==> src/rtl/excPkg.sv <==
package excPkg;

  localparam int NUM_TRAPS = 6;
  localparam int CODE_W    = 4;

  typedef logic [CODE_W-1:0] excCode_t;

  localparam excCode_t CODE_NONE  = 4'd0;
  localparam excCode_t CODE_NMI   = 4'd1;
  localparam excCode_t CODE_EMU   = 4'd2;
  localparam excCode_t CODE_TRAP0 = 4'd3;
  localparam excCode_t CODE_MASK  = 4'd9;

  typedef enum logic [3:0] {
    ST_IDLE,
    ST_EDRAIN,
    ST_PUSHPC,
    ST_PUSHPSR,
    ST_VECRD,
    ST_VECLD,
    ST_RDRAIN,
    ST_POP1,
    ST_POP2,
    ST_POP3,
    ST_SDRAIN
  } seqState_t;

  typedef enum logic [1:0] {
    ADDR_PUSH,
    ADDR_POP,
    ADDR_VEC
  } addrSel_t;

  typedef struct packed {
    logic     capture;
    logic     ispDec;
    logic     ispInc;
    addrSel_t addrSel;
    logic     wrPsr;
    logic     grabPsr;
    logic     loadHandler;
    logic     loadRestore;
    logic     memReq;
    logic     memWe;
  } seqStrobe_t;

endpackage

==> src/rtl/excDatapath.sv <==
module excDatapath
  import excPkg::*;
#(
  parameter int AW = 16,
  parameter int DW = 16,
  parameter int IE_BIT = 9,
  parameter int unsigned ISP_RESET = 32'h0000_FF00
) (
  input  logic          clk,
  input  logic          rstN,
  input  seqStrobe_t    st,
  input  excCode_t      code,
  input  logic [AW-1:0] curPc,
  input  logic [DW-1:0] curPsr,
  input  logic [AW-1:0] intBase,
  input  logic [DW-1:0] memRdata,
  output logic [AW-1:0] memAddr,
  output logic [DW-1:0] memWdata,
  output logic [AW-1:0] pcNext,
  output logic [DW-1:0] psrNext,
  output logic [AW-1:0] ispOut
);

  localparam logic [AW-1:0] ISP_INIT = AW'(ISP_RESET);
  localparam logic [DW-1:0] IE_MASK  = DW'(1) << IE_BIT;

  logic [AW-1:0] ispQ;
  logic [AW-1:0] savedPc;
  logic [DW-1:0] savedPsr;
  logic [DW-1:0] poppedPsr;

  always_ff @(posedge clk) begin
    if (!rstN) begin
      ispQ      <= ISP_INIT;
      savedPc   <= '0;
      savedPsr  <= '0;
      poppedPsr <= '0;
    end else begin
      if (st.capture) begin
        savedPc  <= curPc;
        savedPsr <= curPsr;
      end
      if (st.ispDec)
        ispQ <= ispQ - AW'(1);
      else if (st.ispInc)
        ispQ <= ispQ + AW'(1);
      if (st.grabPsr)
        poppedPsr <= memRdata;
    end
  end

  always_comb begin
    unique case (st.addrSel)
      ADDR_PUSH: memAddr = ispQ - AW'(1);
      ADDR_POP:  memAddr = ispQ;
      ADDR_VEC:  memAddr = intBase + AW'(code);
      default:   memAddr = ispQ;
    endcase
  end

  assign memWdata = st.wrPsr ? savedPsr : DW'(savedPc);
  assign pcNext   = AW'(memRdata);
  assign psrNext  = st.loadHandler ? (savedPsr & ~IE_MASK) : poppedPsr;
  assign ispOut   = ispQ;

  assert_isp_dec_R5: assert property (@(posedge clk) disable iff (!rstN)
    st.ispDec |=> ispQ == $past(ispQ) - AW'(1));

  assert_isp_inc_R8: assert property (@(posedge clk) disable iff (!rstN)
    st.ispInc |=> ispQ == $past(ispQ) + AW'(1));

  assert_push_order_R5: assert property (@(posedge clk) disable iff (!rstN)
    (st.memReq && st.memWe && st.wrPsr) |-> $past(st.memReq && st.memWe && !st.wrPsr));

  assert_ie_clear_R7: assert property (@(posedge clk) disable iff (!rstN)
    st.loadHandler |-> (psrNext & IE_MASK) == '0);

  assert_pop_done_R8: assert property (@(posedge clk) disable iff (!rstN)
    st.loadRestore |-> $past(st.grabPsr));

endmodule

==> src/rtl/excControl.sv <==
module excControl
  import excPkg::*;
(
  input  logic                 clk,
  input  logic                 rstN,
  input  logic                 irqMask,
  input  logic                 irqNmi,
  input  logic                 irqEmu,
  input  logic [NUM_TRAPS-1:0] trapReq,
  input  logic                 retxReq,
  input  logic                 ctrlSerialize,
  input  logic                 pipeEmpty,
  input  logic                 ieNow,
  output seqStrobe_t           st,
  output excCode_t             code,
  output logic                 excTaken,
  output excCode_t             excCode,
  output logic                 stall,
  output logic                 pcLoad,
  output logic                 psrLoad
);

  seqState_t stateQ, stateD;
  excCode_t  codeQ;
  excCode_t  pick;

  // Lowest priority assigned first, so later lines override.
  always_comb begin
    pick = CODE_NONE;
    if (irqMask && ieNow) pick = CODE_MASK;
    for (int i = NUM_TRAPS - 1; i >= 0; i--) begin
      if (trapReq[i]) pick = CODE_TRAP0 + excCode_t'(i);
    end
    if (irqEmu) pick = CODE_EMU;
    if (irqNmi) pick = CODE_NMI;
  end

  assign excTaken = (stateQ == ST_IDLE) && (pick != CODE_NONE);
  assign excCode  = excTaken ? pick : CODE_NONE;

  always_comb begin
    stateD = stateQ;
    unique case (stateQ)
      ST_IDLE: begin
        if (pick != CODE_NONE) stateD = ST_EDRAIN;
        else if (retxReq)      stateD = ST_RDRAIN;
        else if (ctrlSerialize) stateD = ST_SDRAIN;
      end
      ST_EDRAIN:  if (pipeEmpty) stateD = ST_PUSHPC;
      ST_PUSHPC:  stateD = ST_PUSHPSR;
      ST_PUSHPSR: stateD = ST_VECRD;
      ST_VECRD:   stateD = ST_VECLD;
      ST_VECLD:   stateD = ST_IDLE;
      ST_RDRAIN:  if (pipeEmpty) stateD = ST_POP1;
      ST_POP1:    stateD = ST_POP2;
      ST_POP2:    stateD = ST_POP3;
      ST_POP3:    stateD = ST_IDLE;
      ST_SDRAIN:  if (pipeEmpty) stateD = ST_IDLE;
      default:    stateD = ST_IDLE;
    endcase
  end

  always_ff @(posedge clk) begin
    if (!rstN) begin
      stateQ <= ST_IDLE;
      codeQ  <= CODE_NONE;
    end else begin
      stateQ <= stateD;
      if (excTaken) codeQ <= pick;
    end
  end

  always_comb begin
    st = '0;
    st.addrSel = ADDR_POP;
    unique case (stateQ)
      ST_IDLE: st.capture = excTaken;
      ST_PUSHPC: begin
        st.memReq  = 1'b1;
        st.memWe   = 1'b1;
        st.ispDec  = 1'b1;
        st.addrSel = ADDR_PUSH;
      end
      ST_PUSHPSR: begin
        st.memReq  = 1'b1;
        st.memWe   = 1'b1;
        st.ispDec  = 1'b1;
        st.addrSel = ADDR_PUSH;
        st.wrPsr   = 1'b1;
      end
      ST_VECRD: begin
        st.memReq  = 1'b1;
        st.addrSel = ADDR_VEC;
      end
      ST_VECLD: st.loadHandler = 1'b1;
      ST_POP1: begin
        st.memReq = 1'b1;
        st.ispInc = 1'b1;
      end
      ST_POP2: begin
        st.memReq  = 1'b1;
        st.ispInc  = 1'b1;
        st.grabPsr = 1'b1;
      end
      ST_POP3: st.loadRestore = 1'b1;
      default: ;
    endcase
  end

  assign code    = codeQ;
  assign stall   = stateQ != ST_IDLE;
  assign pcLoad  = st.loadHandler || st.loadRestore;
  assign psrLoad = st.loadHandler || st.loadRestore;

  assert_accept_idle_R2: assert property (@(posedge clk) disable iff (!rstN)
    excTaken |-> !stall);

  assert_mask_gate_R3: assert property (@(posedge clk) disable iff (!rstN)
    (excTaken && excCode == CODE_MASK) |-> (ieNow && !irqNmi && !irqEmu && trapReq == '0));

  assert_drain_quiet_R4: assert property (@(posedge clk) disable iff (!rstN)
    $rose(stall) |-> !st.memReq);

  assert_serial_hold_R9: assert property (@(posedge clk) disable iff (!rstN)
    (stateQ == ST_SDRAIN && !pipeEmpty) |=> (stall && !st.memReq));

endmodule

==> src/rtl/excSequencer.sv <==
module excSequencer
  import excPkg::*;
#(
  parameter int AW = 16,
  parameter int DW = 16,
  parameter int IE_BIT = 9,
  parameter int unsigned ISP_RESET = 32'h0000_FF00
) (
  input  logic                 clk,
  input  logic                 rstN,
  input  logic                 irqMask,
  input  logic                 irqNmi,
  input  logic                 irqEmu,
  input  logic [NUM_TRAPS-1:0] trapReq,
  input  logic                 retxReq,
  input  logic                 ctrlSerialize,
  input  logic                 pipeEmpty,
  input  logic [AW-1:0]        curPc,
  input  logic [DW-1:0]        curPsr,
  input  logic [AW-1:0]        intBase,
  output logic                 memReq,
  output logic                 memWe,
  output logic [AW-1:0]        memAddr,
  output logic [DW-1:0]        memWdata,
  input  logic [DW-1:0]        memRdata,
  output logic                 pcLoad,
  output logic [AW-1:0]        pcNext,
  output logic                 psrLoad,
  output logic [DW-1:0]        psrNext,
  output logic                 stall,
  output logic                 excTaken,
  output logic [CODE_W-1:0]    excCode,
  output logic [AW-1:0]        ispOut
);

  seqStrobe_t st;
  excCode_t   code;

  excControl i_control (
    .clk          (clk),
    .rstN         (rstN),
    .irqMask      (irqMask),
    .irqNmi       (irqNmi),
    .irqEmu       (irqEmu),
    .trapReq      (trapReq),
    .retxReq      (retxReq),
    .ctrlSerialize(ctrlSerialize),
    .pipeEmpty    (pipeEmpty),
    .ieNow        (curPsr[IE_BIT]),
    .st           (st),
    .code         (code),
    .excTaken     (excTaken),
    .excCode      (excCode),
    .stall        (stall),
    .pcLoad       (pcLoad),
    .psrLoad      (psrLoad)
  );

  excDatapath #(
    .AW       (AW),
    .DW       (DW),
    .IE_BIT   (IE_BIT),
    .ISP_RESET(ISP_RESET)
  ) i_datapath (
    .clk     (clk),
    .rstN    (rstN),
    .st      (st),
    .code    (code),
    .curPc   (curPc),
    .curPsr  (curPsr),
    .intBase (intBase),
    .memRdata(memRdata),
    .memAddr (memAddr),
    .memWdata(memWdata),
    .pcNext  (pcNext),
    .psrNext (psrNext),
    .ispOut  (ispOut)
  );

  assign memReq = st.memReq;
  assign memWe  = st.memWe;

endmodule

==> config.mk <==
export PLATFORM = sky130hd
export DESIGN_NAME = excSequencer
export DESIGN_NICKNAME = d
export VERILOG_FILES = /design/src/rtl/excPkg.sv /design/src/rtl/excDatapath.sv /design/src/rtl/excControl.sv /design/src/rtl/excSequencer.sv
export SDC_FILE = /design/constraint.sdc
export NUM_CORES = 1
export LEC_CHECK = 0
export BUFFER_PORTS_ARGS = -buffer_cell sky130_fd_sc_hd__buf_2
export CAP_MARGIN = 20
export CORE_MARGIN = 2
export CORE_UTILIZATION = 45
export DETAILED_ROUTE_END_ITERATION = 10
export MAX_ROUTING_LAYER = met4
export PLACE_DENSITY_LB_ADDON = 0.08
export SYNTH_ARGS = -nofsm -noshare
export SYNTH_HDL_FRONTEND = slang
export SYNTH_SLANG_ARGS = --single-unit
==> constraint.sdc <==
create_clock -name clk -period 2.93 [get_ports clk]
set_clock_uncertainty 0.05 [all_clocks]
set_input_delay 0.293 -clock clk [delete_from_list [all_inputs] [get_ports clk]]
set_output_delay 0.293 -clock clk [all_outputs]
set_load 0.05 [all_outputs]
After elaboration in Yosys (flattened, before gate mapping)
Cells that the tools add are included.
{"block": "word_totals", "output_inout_bits": 90, "input_bits": 78, "regBits": 72, "elab_cells": 67}
{"block": "op_classes", "n_mux": 31, "reduce_logical": 12, "add_sub_neg": 3, "eq_ne": 15}
{"op": "2-to-1 mux 16 bit", "count": 4}
{"op": "2-to-1 mux 4 bit", "count": 16}
{"op": "one-hot mux 4 bit (9 select lines)", "count": 1}
{"op": "one-hot mux 16 bit (2 select lines)", "count": 1}
{"op": "adder 16 x 1 -> 16 bit, second input constant", "count": 1}
{"op": "adder 16 x 4 -> 16 bit", "count": 1}
{"op": "equality test 4 x 3 -> 1 bit, second input constant", "count": 4}
{"op": "subtractor 16 x 1 -> 16 bit, second input constant", "count": 1}
{"op": "equality test 4 bit, second input constant", "count": 3}
{"op": "equality test 4 x 2 -> 1 bit, second input constant", "count": 2}
{"op": "2-to-1 mux 1 bit", "count": 8}
{"op": "nonzero test 4 bit", "count": 2}
{"op": "!= test 2 bit, second input constant", "count": 3}
{"op": "OR reduction 5 bit", "count": 1}
{"op": "equality test 4 x 1 -> 1 bit, second input constant", "count": 1}
{"op": "logical NOT 4 bit", "count": 1}
{"op": "!= test 4 bit, second input constant", "count": 1}
{"op": "one-hot mux 2 bit (2 select lines)", "count": 1}
{"op": "AND reduction 4 bit", "count": 1}
{"op": "OR reduction 2 bit", "count": 2}
{"op": "equality test 2 bit, second input constant", "count": 1}
{"op": "logical AND 1 bit", "count": 2}
{"op": "logical NOT 2 bit", "count": 1}
{"op": "nonzero test 2 bit", "count": 1}
{"op": "logical OR 1 bit", "count": 1}

Logic depth before layout (Yosys ltp)
Gate-level depths: netlist of the first run.
{"block": "logic_depth", "depth_word": 13, "depth_mapped": 7}

By module
Synthesis of the first run repeated with hierarchy kept, for this count alone.
{"block": "unflattened", "hier_cells": 537, "area_unflattened_um2": 4715.8}
{"mod": "excDatapath", "instances": 1, "cells_each": 451, "area_per_inst_um2": 4038.9, "seq_area_each_um2": 1281.2}
{"mod": "excControl", "instances": 1, "cells_each": 86, "area_per_inst_um2": 676.9, "seq_area_each_um2": 160.2}

Worst setup path before layout of the first run
OpenSTA, ideal clock, no wires.
{"block": "synth_path", "path_kind": "register to register", "from": "register i_control.stateQ[3]", "to": "register i_control.codeQ[0], in the netlist i_control.code[0]", "n_path_buf": 0, "arrival_ps": 3150, "setup_slack_ps": -335, "synth_period_minus_slack_ps": 3265, "setup_time_ps": 65, "stages_incl_launch_ff": 5, "required_ps": 2815, "path_cell_list": "dfxtp_1 -> nor4_2 -> inv_1 -> o41ai_1 -> o21a_1"}
{"block": "synth_between", "elab_chain_cells": 2}
{"item": "start, declared", "line_no": "excControl.sv:23", "source": "seqState_t stateQ, stateD;"}
{"item": "start signal, assigned", "line_no": "excControl.sv:68", "source": "stateQ <= stateD;"}
{"item": "logical NOT 4 bit", "line_no": "excControl.sv:38", "source": "assign excTaken = (stateQ == ST_IDLE) && (pick != CODE_NONE);"}
{"item": "logical AND 1 bit", "line_no": "excControl.sv:38"}
{"item": "end signal, assigned", "line_no": "excControl.sv:69", "source": "if (excTaken) codeQ <= pick;"}
{"item": "end, declared", "line_no": "excControl.sv:24", "source": "excCode_t codeQ;"}
Every way passes these cells.
A chain may end at the register's enable or synchronous reset.

Final worst setup path of the first run
{"block": "layout_path", "from": "register i_control.codeQ[0], in the netlist i_control.code[0]", "to": "output memAddr[10]"}
{"block": "layout_between", "elab_chain_cells": 2}
{"item": "adder 16 x 4 -> 16 bit", "line_no": "excDatapath.sv:56", "source": "ADDR_VEC: memAddr = intBase + AW'(code);"}
{"item": "one-hot mux 16 bit (2 select lines)", "line_no": "excDatapath.sv:53", "source": "unique case (st.addrSel)"}
{"item": "end, declared", "line_no": "excSequencer.sv:23", "source": "output logic [AW-1:0] memAddr,"}
Every way passes these cells.

==> reports/qor.yml, run 1 <==
numPlacedInstances: 848
drv_slew: 0
relSlewSlack_pct: 59.6
synth_most_common_cell: "nand2_1"
post_cts_buffers: 0
syn_area_sq_um: 4490
hp-class: "input port to flop"
hpwl_microns: 10600
ir_worst_vdd_v: 0.000407
p_leak_nw: 2.45
drive_above_1_share_pct: 36.2
syn_to_final_growth_pct: 25.6
finalHoldViolCount: 0
cts_made_buffers: 9
synth_cell_types: 68
startpoint_type: "flop"
r2r_slack_ns: 0.61
grt_start_max_net_pins: 56
grt_pass1_vias: 4420
grtUsageTotal_pct: 26.4
routed_wirelength_microns: 14000
die_w_microns: 104
dieArea_sq_um: 10800
max-clock-path-buffers: 2
cts_tree: "done"
ys_seq_elements: 72
finalSetupViolations: 0
rsz0062_at_grt: "false"
worstSetupPathType: "flop to primary output"
core_sq_um: 9730
hold_ws_ns: 0.128
synth_edf_count: 0
grt_pass1_wl_microns: 22300
ys_warn_count: 0
netlist_top_cells_count: "125 x nand2_1, 73 x a21oi_1, 72 x dfxtp_1"
clock_tree.root_cell: "clkbuf_8"
clock-sinks: 72
synth_flop_cell: "dfxtp_1"
yosysSeqAreaShare_pct: 32.1
start_util_pct: 46.1
postLayoutCoreUtil_pct: 57.9
hold_end: "i_datapath.savedPc[8]"
r2r_end: "i_datapath.ispOut[13]"
antenna_found_initial: 0
r2r_start: "i_control.stateQ[1]"
drtPass1Iterations: 5
power.density_nw_per_um2: 838
cp_max_fo: 3
synthArstFlopShare_pct: 0
io_buffers: 167
cp_data_arrival_time_ns: 2.46
path_clk_slew_ns: 0.08
stdcell_count: 863
status: "completed"
ant_nets: 0
vias: 4552
place.gp.congestion: 0.955
maxCapViolCount: 0
die_y_microns: 104
avgSynthCellArea_sq_um: 7.82
timing.fmax_mhz: 356
num_rows: 36
cp-end-kind: "primary output"
postLayoutSetupSlackWorst_ns: 0.125
hp-start: "curPc[8]"
rr_worst_depth: 6
yosys.area.top_type: "dfxtp_1"
place_ws_ns: 0.330
n_antenna_cell: 0
holdPathStages: 3
htreeDepth: 3
synthCells: 574
insertion_delay_ns: 0.34
wire_per_inst_microns: 16.2
fin_crit_sh_pct: 95.7
drc: 0
drtIter0Drc: 208
synthTopCellsByArea: "dfxtp_1 32%, nand2_1 10%, a21oi_1 8.1%"
ios: 168
syn_nets: 659
crit_required_ns: 2.59
vias_per_cell: 5.27
design.final.nets: 811
worstMarginPinSlew_ns: 0.605
synth_top_area_share_pct: 32.1
layout_min_cycle_time_ns: 2.81
setup_tns_ns: 0
overflow: 0
[layout by cell type, fill, tap and decap left out, types with 3 or more instances in the layout]
| cell | n |
|---|---|
| a211oi_1 | 3 |
| a21o_1 | 4 |
| a21oi_1 | 70 |
| a21oi_2 | 3 |
| a31oi_1 | 3 |
| a32oi_1 | 3 |
| buf_2 | 166 |
| buf_4 | 25 |
| clkbuf_8 | 9 |
| dfxtp_1 | 72 |
| ha_1 | 6 |
| inv_1 | 10 |
| mux2_2 | 31 |
| nand2_1 | 125 |
| nand2b_1 | 5 |
| nand3_1 | 9 |
| nand3b_1 | 3 |
| nand4_1 | 4 |
| nor2_1 | 33 |
| nor2b_1 | 4 |
| nor3_1 | 12 |
| nor3_2 | 3 |
| nor3b_1 | 4 |
| nor4_1 | 6 |
| nor4_2 | 4 |
| o21a_1 | 3 |
| o21ai_0 | 13 |
| o22ai_1 | 3 |
| or4_1 | 5 |
| xnor2_1 | 18 |
| xor2_1 | 13 |
[registers in the layout, summed over array words and instances, names as in the netlist]
register	flops
i_control.stateQ	4
i_datapath.savedPsr	16
i_datapath.ispOut	16
i_datapath.poppedPsr	16
i_control.code	4
i_datapath.savedPc	16
[worst max path at each step]
stage,start,to,slack (ns)
after floorplan,i_datapath.ispOut[7],memAddr[15],0.002
final,i_control.code[0],memAddr[10],0.12
after detailed placement,intBase[0],memAddr[10],0.33
after CTS,i_datapath.ispOut[0],memAddr[14],0.0003
after global routing,i_control.code[0],memAddr[10],0.004
after global placement,intBase[0],memAddr[14],0.38
[per-layer routing]
layer | global-route usage, % | part of all wire, %
met3 | 5.33 | 5.8
met2 | 45.8 | 51
met5 | - | 0
met1 | 30.6 | 41
met4 | 8.49 | 2.3
[through the flow]
stage | total power [mW] | cell area, sq um
floorplan | 3.26 | 4510
global placement | 3.92 | 5420
detailed placement | 3.94 | 5420
CTS | 4.72 | 5610
global route | 4.99 | 5640
finish | 4.72 | 5640
[logic make-up after synthesis]
logic type,share of synthesized area (%)
xor gates and xnor gates,6.05
DFF,32.1
muxes,8.92
and+or+nand+nor,26.5
AOI/OAI and AO/OA,17.1
adders and majority gates,2.12
buffers and inverters,7.22
[layout make-up]
| cell class | count | area [sq um] |
|---|---|---|
| Clock buffer | 10 | 128 |
| Clock inverter | 5 | 58.8 |
| Fill cell | 967 | 4090 |
| Inverter | 13 | 48.8 |
| Multi-Input combinational cell | 438 | 2770 |
| Sequential cell | 72 | 1440 |
| Tap cell | 133 | 166 |
| Timing Repair Buffer | 192 | 1030 |
[report_power, final]
part	total, mW	switching [mW]	internal, mW
sequential	1.28	0.136	1.14
clock	0.768	0.379	0.389
combinational	2.68	1.91	0.767
total	4.72	2.42	2.30
[critical path, stage by stage (launching register included)]
cell,delay [ns]
dfxtp_1,0.31
ha_1,0.21
fa_1,0.44
a21o_1,0.20
a21oi_2,0.16
nor3_1,0.07
xor2_1,0.16
a221o_1,0.36
buf_2,0.21
[what timing repair did]
action,in CTS,in global routing
resized for setup,1,7
endpoints found under the hold margin,0,0
hold buffers,0,0
endpoints found under the setup margin,1,6
No activity file was read; power rests on OpenSTA's default activity.
==> run 2: changes to the inputs <==
--- a/config.mk
+++ b/config.mk
@@ -14,4 +14,5 @@
 export PLACE_DENSITY_LB_ADDON = 0.08
 export SYNTH_ARGS = -nofsm -noshare
 export SYNTH_HDL_FRONTEND = slang
+export SYNTH_HIERARCHICAL = 1
 export SYNTH_SLANG_ARGS = --single-unit
==> run 2 against run 1 <==
Clock-buffer cell count grew 2. Worst setup slack better by 0.0094 ns. Global-route usage is 4.7 points lower. Register-to-register slack improved by 0.07 ns. Flip-flop and latch count is the same. Die area up 4.9%. Sequential power fell by 5%. Critical endpoint is now memAddr[15]. Via count down 6.1%. Largest cell class unchanged. Critical path depth down 2. Critical path type unchanged. Core utilization down 0.52 points. Total power down 16%. Fmax increased by 0.33%.
==> reports/qor.yml, run 2 <==
status: "completed"
timing.fmax_mhz: 358  # +0.33%
cts_made_buffers: 9  # unchanged
clock-sinks: 72  # unchanged
vias: 4275  # -6.1%
cp_max_fo: 10  # +7
hp-start: "curPsr[5]"
num_rows: 37  # +2.8%
synth_edf_count: 0  # unchanged
drv_slew: 0  # unchanged
ctsHoldBuffers: 0  # unchanged
antenna_found_initial: 0  # unchanged
start_util_pct: 46.1  # -0.049 points
power.density_nw_per_um2: 676  # -19%
yosysSeqAreaShare_pct: 30.6  # -1.5 points
crit_required_ns: 2.59  # about the same
ys_warn_count: 6  # +6
cp-startpoint: "i_datapath/ispOut[7]"
setup_tns_ns: 0  # unchanged
worstMarginPinSlew_ns: 0.838  # +0.232 ns
final_cell_mix: "162 x buf_2, 69 x dfxtp_1, 55 x nor2b_1"
grt_pass1_vias: 3987  # -9.8%
ios: 168  # unchanged
syn_area_sq_um: 4720  # +5.0%
wl_met1_microns: 5640  # -2.1%
startpoint_type: "flop"
grt_pass1_wl_microns: 19200  # -14%
r2r_end: "i_datapath/ispOut[7]"
fin_crit_sh_pct: 95.4  # -0.32 points
yosys.area.top_type: "dfxtp_1"
synthTopCellsByArea: "dfxtp_1 31%, mux2i_1 10%, nor2b_1 7.4%"
r2r_start: "i_control/stateQ[3]"
synth_top_area_share_pct: 30.6  # -1.5 points
netlist_top_cells_count: "72 x dfxtp_1, 56 x nor2b_1, 49 x mux2i_1"
synthArstFlopShare_pct: 0  # unchanged
routed_wirelength_microns: 12000  # -14%
core_sq_um: 10200  # +5.2%
htreeDepth: 3  # unchanged
die_w_microns: 106  # +2.4%
insertion_delay_ns: 0.34  # about the same
holdPathStages: 3  # unchanged
hp-class: "input port to flop"
total_power_mw: 3.97  # -16%
rr_worst_depth: 8  # +2
die_y_microns: 106  # +2.4%
drtPass1Iterations: 4  # -1
cts_tree: "done"
ys_seq_elements: 72  # unchanged
ir_worst_vdd_v: 0.000394  # -3.3%
final_common_cell: "buf_2"
relSlewSlack_pct: 44.2  # -15 points
synthCells: 537  # -6.4%
cp-end-kind: "primary output"
wire_per_inst_microns: 14.7  # -9.4%
hpwl_microns: 9000  # -15%
avgSynthCellArea_sq_um: 8.78  # +12%
worstSetupPathType: "flop to primary output"
grtUsageTotal_pct: 21.7  # -4.7 points
hold_end: "i_datapath/savedPsr[5]"
clock_tree.root_cell: "clkbuf_8"
design.final.nets: 764  # -5.8%
syn_nets: 622  # -5.6%
drtIter0Drc: 196  # -5.8%
synth_flop_cell: "dfxtp_1"
r2r_slack_ns: 0.68  # +0.07 ns
n_antenna_cell: 0  # unchanged
p_leak_nw: 2.63  # +7.1%
finalSetupViolations: 0  # unchanged
synth_most_common_cell: "dfxtp_1"
postLayoutCoreUtil_pct: 57.4  # -0.52 points
maxCapViolCount: 0  # unchanged
io_buffers: 167  # unchanged
wl_met3_microns: 775  # -4.2%
max-clock-path-buffers: 2  # unchanged
grt_start_max_net_pins: 57  # +1.8%
drc: 0  # unchanged
drive_above_1_share_pct: 38.4  # +2.2 points
vias_per_cell: 5.22  # -1.0%
maxUsedRoutingLayer: "met4"
synth_cell_types: 63  # -7.4%
ant_nets: 0  # unchanged
rsz0062_at_grt: "true"
syn_to_final_growth_pct: 24.6
overflow: 0  # unchanged
wl_met2_microns: 5500  # -23%
path_clk_slew_ns: 0.07  # about the same
cp_data_arrival_time_ns: 2.45  # about the same
dieArea_sq_um: 11300  # +4.9%
layout_min_cycle_time_ns: 2.80  # -0.00935 ns
place.gp.congestion: 0.898  # -6.0%
finalHoldViolCount: 0  # unchanged
==> run 2: cells by family (layout without fill, tap and decap cells) <==
| logic type | after synthesis | count (layout) | share of synthesized area (%) |
|---|---|---|---|
| adders and majority gates | 7 | 7 | 2.02 |
| DFF | 72 | 72 | 30.6 |
| muxes | 80 | 80 | 17.8 |
| xor gates and xnor gates | 28 | 28 | 5.20 |
| AOI/OAI and AO/OA | 88 | 88 | 12.6 |
| buffers and inverters | 72 | 218 | 7.96 |
| and+or+nand+nor | 190 | 190 | 23.8 |
==> run 2: stage by stage <==
step / hold WS [ns] / std cells / setup slack, ns / cell area, sq um
after floorplan: 0.360 / 537 / -0.0189 / 4760
after global placement: 0.439 / 800 / 0.349 / 5600
after detailed placement: 0.440 / 801 / 0.238 / 5620
after CTS: 0.136 / 817 / 0.0344 / 5820
after global routing: 0.146 / 819 / -0.0261 / 5880
final: 0.153 / 819 / 0.134 / 5880
==> run 2: worst max-delay path by stage <==
stage          cells after the start          end  slack (ns)
3_3_place_gp                       8  memAddr[12]        0.35
4_1_cts                           10   memAddr[8]        0.03
6_report                           6  memAddr[15]        0.13
5_1_grt                            8  memAddr[14]       -0.03
3_5_place_dp                       8  memAddr[14]        0.24
2_1_floorplan                      9  memAddr[13]       -0.02
==> run 2: layer usage <==
layer	vias up	GRT usage [%]
met2	129	34.0
met1	1971	28.0
li1	2164	-
met4	0	6.20
met3	11	5.03
met5	-	-
==> run 2: final cells by class <==
type | instances | area, sq um
Clock inverter | 3 | 42.5
Multi-Input combinational cell | 393 | 2990
Tap cell | 136 | 170
Sequential cell | 72 | 1450
Inverter | 14 | 52.6
Timing Repair Buffer | 189 | 1030
Fill cell | 968 | 4360
Clock buffer | 12 | 145
==> run 2: where the power goes <==
| part | internal (mW) | switching [mW] | total (mW) |
|---|---|---|---|
| sequential | 1.10 | 0.112 | 1.21 |
| combinational | 0.680 | 1.31 | 2.00 |
| clock | 0.411 | 0.353 | 0.764 |
==> run 2: worst max-delay path, stage by stage (launching register included) <==
cell and delay [ns]:
dfxtp_1 0.43, or4_4 0.56, and4bb_2 0.41, nand2_1 0.09, or3_1 0.31, o2111ai_1 0.08, buf_4 0.23
==> run 2: what timing repair did <==
item	CTS	global route
endpoints found under the setup margin	4	9
gates resized for setup	1	18
setup buffers	1	2
pin swaps	1	1
==> run 3: changes to the inputs <==
--- a/config.mk
+++ b/config.mk
@@ -5,6 +5,7 @@
 export SDC_FILE = /design/constraint.sdc
 export NUM_CORES = 1
 export LEC_CHECK = 0
+export ABC_AREA = 1
 export BUFFER_PORTS_ARGS = -buffer_cell sky130_fd_sc_hd__buf_2
 export CAP_MARGIN = 20
 export CORE_MARGIN = 2
==> run 3 against run 2 <==
Cell area grew 2.5%. Global-route usage grew 4.5 points. Worst setup slack gained 0.018 ns. Core utilization shrank 1.9 points. Flip-flop and latch count is the same. Combinational power grew to 2.6 times the previous value. Synthesized cell count grew 51%. Clock-buffer cell count shrank 3. Clock power grew 19%. Wire length grew 25%.
==> reports/qor.yml, run 3 <==
final_common_cell: "nand2_1"
place.gp.congestion: 0.974  # +8.6%
io_buffers: 167  # unchanged
rsz0062_at_grt: "false"
ctsHoldBuffers: 0  # unchanged
drive_above_1_share_pct: 24.3  # -14 points
hold_ws_ns: 0.0909  # -0.0625 ns
layout_min_cycle_time_ns: 2.78  # -0.0183 ns
crit_buf_inv: 5  # +4
antenna_found_initial: 0  # unchanged
place_ws_ns: 0.456  # +0.218 ns
htreeDepth: 3  # unchanged
grt_pass1_vias: 5092  # +28%
cts_tree: "done"
insertion_delay_ns: 0.37  # +0.03 ns
syn_to_final_growth_pct: 20.4
ios: 168  # unchanged
design_area_sq_um: 6020  # +2.5%
clock_tree.root_cell: "clkbuf_8"
core_sq_um: 10800  # +6.0%
die_y_microns: 109  # +2.9%
clock-sinks: 72  # unchanged
hp-class: "input port to flop"
cts_made_buffers: 9  # unchanged
grt_start_max_net_pins: 49  # -14%
worstSetupPathType: "flop to primary output"
avgSynthCellArea_sq_um: 6.16  # -30%
overflow: 0  # unchanged
cp_max_fo: 13  # +3
vias: 5617  # +31%
postLayoutSetupSlackWorst_ns: 0.153  # +0.0183 ns
setup_tns_ns: 0  # unchanged
cp_slowest_cell: "dfxtp_1"
drc: 0  # unchanged
finalHoldViolCount: 0  # unchanged
crit_path_max_incr_delay_ns: 0.37  # -0.19 ns
timing.fmax_mhz: 360  # +0.66%
num_rows: 38  # +2.7%
drtIter0Drc: 419  # +110%
grt_pass1_wl_microns: 23800  # +24%
post_cts_buffers: 0  # -1
die_w_microns: 109  # +2.9%
ys_warn_count: 6  # unchanged
stdcell_count: 1091  # +33%
start_util_pct: 46.2  # +0.075 points
routed_wirelength_microns: 15000  # +25%
cp-end-kind: "primary output"
startpoint_type: "flop"
fin_crit_sh_pct: 94.8  # -0.63 points
seqCellArea_sq_um: 1440  # -0.26%
power.density_nw_per_um2: 1320  # +95%
status: "completed"
design.final.nets: 1031  # +35%
ant_nets: 0  # unchanged
hpwl_microns: 11700  # +30%
ir_worst_vdd_v: 0.00100  # +150%
placed_area_sq_um: 5790  # +2.9%
maxCapViolCount: 0  # unchanged
worstMarginPinSlew_ns: 0.872  # +0.0345 ns
post_cts_resized: 0  # -1
finalSetupViolations: 0  # unchanged
dieArea_sq_um: 12000  # +5.9%
cp_data_arrival_time_ns: 2.43  # -0.02 ns
path_clk_slew_ns: 0.09  # +0.02 ns
drtPass1Iterations: 5  # +1
critical-path-top-delay-family: "buffers and inverters"
n_antenna_cell: 0  # unchanged
syn_nets: 898  # +44%
wire_per_inst_microns: 13.8  # -6.3%
path_cells: "inv_1, nor2_1, inv_1, nor2_1, nor2_1, inv_1, nand2_1, clkinvlp_4, nand2_1, o221ai_2, buf_2"
crit_required_ns: 2.59  # about the same
max-clock-path-buffers: 2  # unchanged
drv_slew: 0  # unchanged
relSlewSlack_pct: 41.8  # -2.4 points
multi_input_area_sq_um: 2840  # -5.1%
final_cell_mix: "185 x nand2_1, 165 x buf_2, 112 x inv_1"
grtUsageTotal_pct: 26.1  # +4.5 points
vias_per_cell: 5.15  # -1.4%
numPlacedInstances: 1075  # +34%
fill_cells: 1122  # +16%
synthCells: 813  # +51%
p_leak_nw: 3.01  # +14%
syn_area_sq_um: 5000  # +6.1%
==> run 3: final cells by class <==
cell class              instances  share of cell area, %
flip-flops and latches         72                   23.9
clock inverters                 7                   1.70
multi-input cells             572                   47.1
inverters                     116                   7.33
repair buffers                175                   15.0
well taps                     140                   2.91
clock buffers                   9                   2.06
==> run 3: worst min-delay path, cell delays in order <==
cell and delay, ns:
buf_2 0.07, nor2_1 0.03, nor2_1 0.08
==> run 3: power by group <==
group | internal [mW] | switching, mW
clock network | 0.489 | 0.417
registers | 1.36 | 0.419
logic | 1.27 | 3.99
total | 3.12 | 4.83
==> run 3: final timing paths <==
path                                               from                       to  slack, ns  depth (start not counted)
worst max-delay path                i_control/stateQ[2]               memAddr[4]       0.15                         11
worst min-delay path                         curPsr[15]  i_datapath/savedPsr[15]       0.09                          3
worst max register to register      i_control/stateQ[2]     i_datapath/ispOut[4]       0.80                         11
worst min register to register  i_datapath/poppedPsr[6]  i_datapath/poppedPsr[6]       0.40                          2
==> run 3: metrics by stage <==
step / util [%] / total power, mW
final: 55.6 / 7.95
after global routing: 55.6 / 8.51
after CTS: 55.5 / 7.97
after detailed placement: 53.4 / 7.03
after global placement: 53.4 / 6.99
after floorplan: - / 5.81
==> run 3: per-layer routing <==
layer	track usage, %	routed length, microns	vias to the layer above
met1	31.8	6480	2507
met5	-	0	-
met4	10.1	357	0
met2	43.5	7160	228
li1	-	-	2854
met3	4.03	1030	28
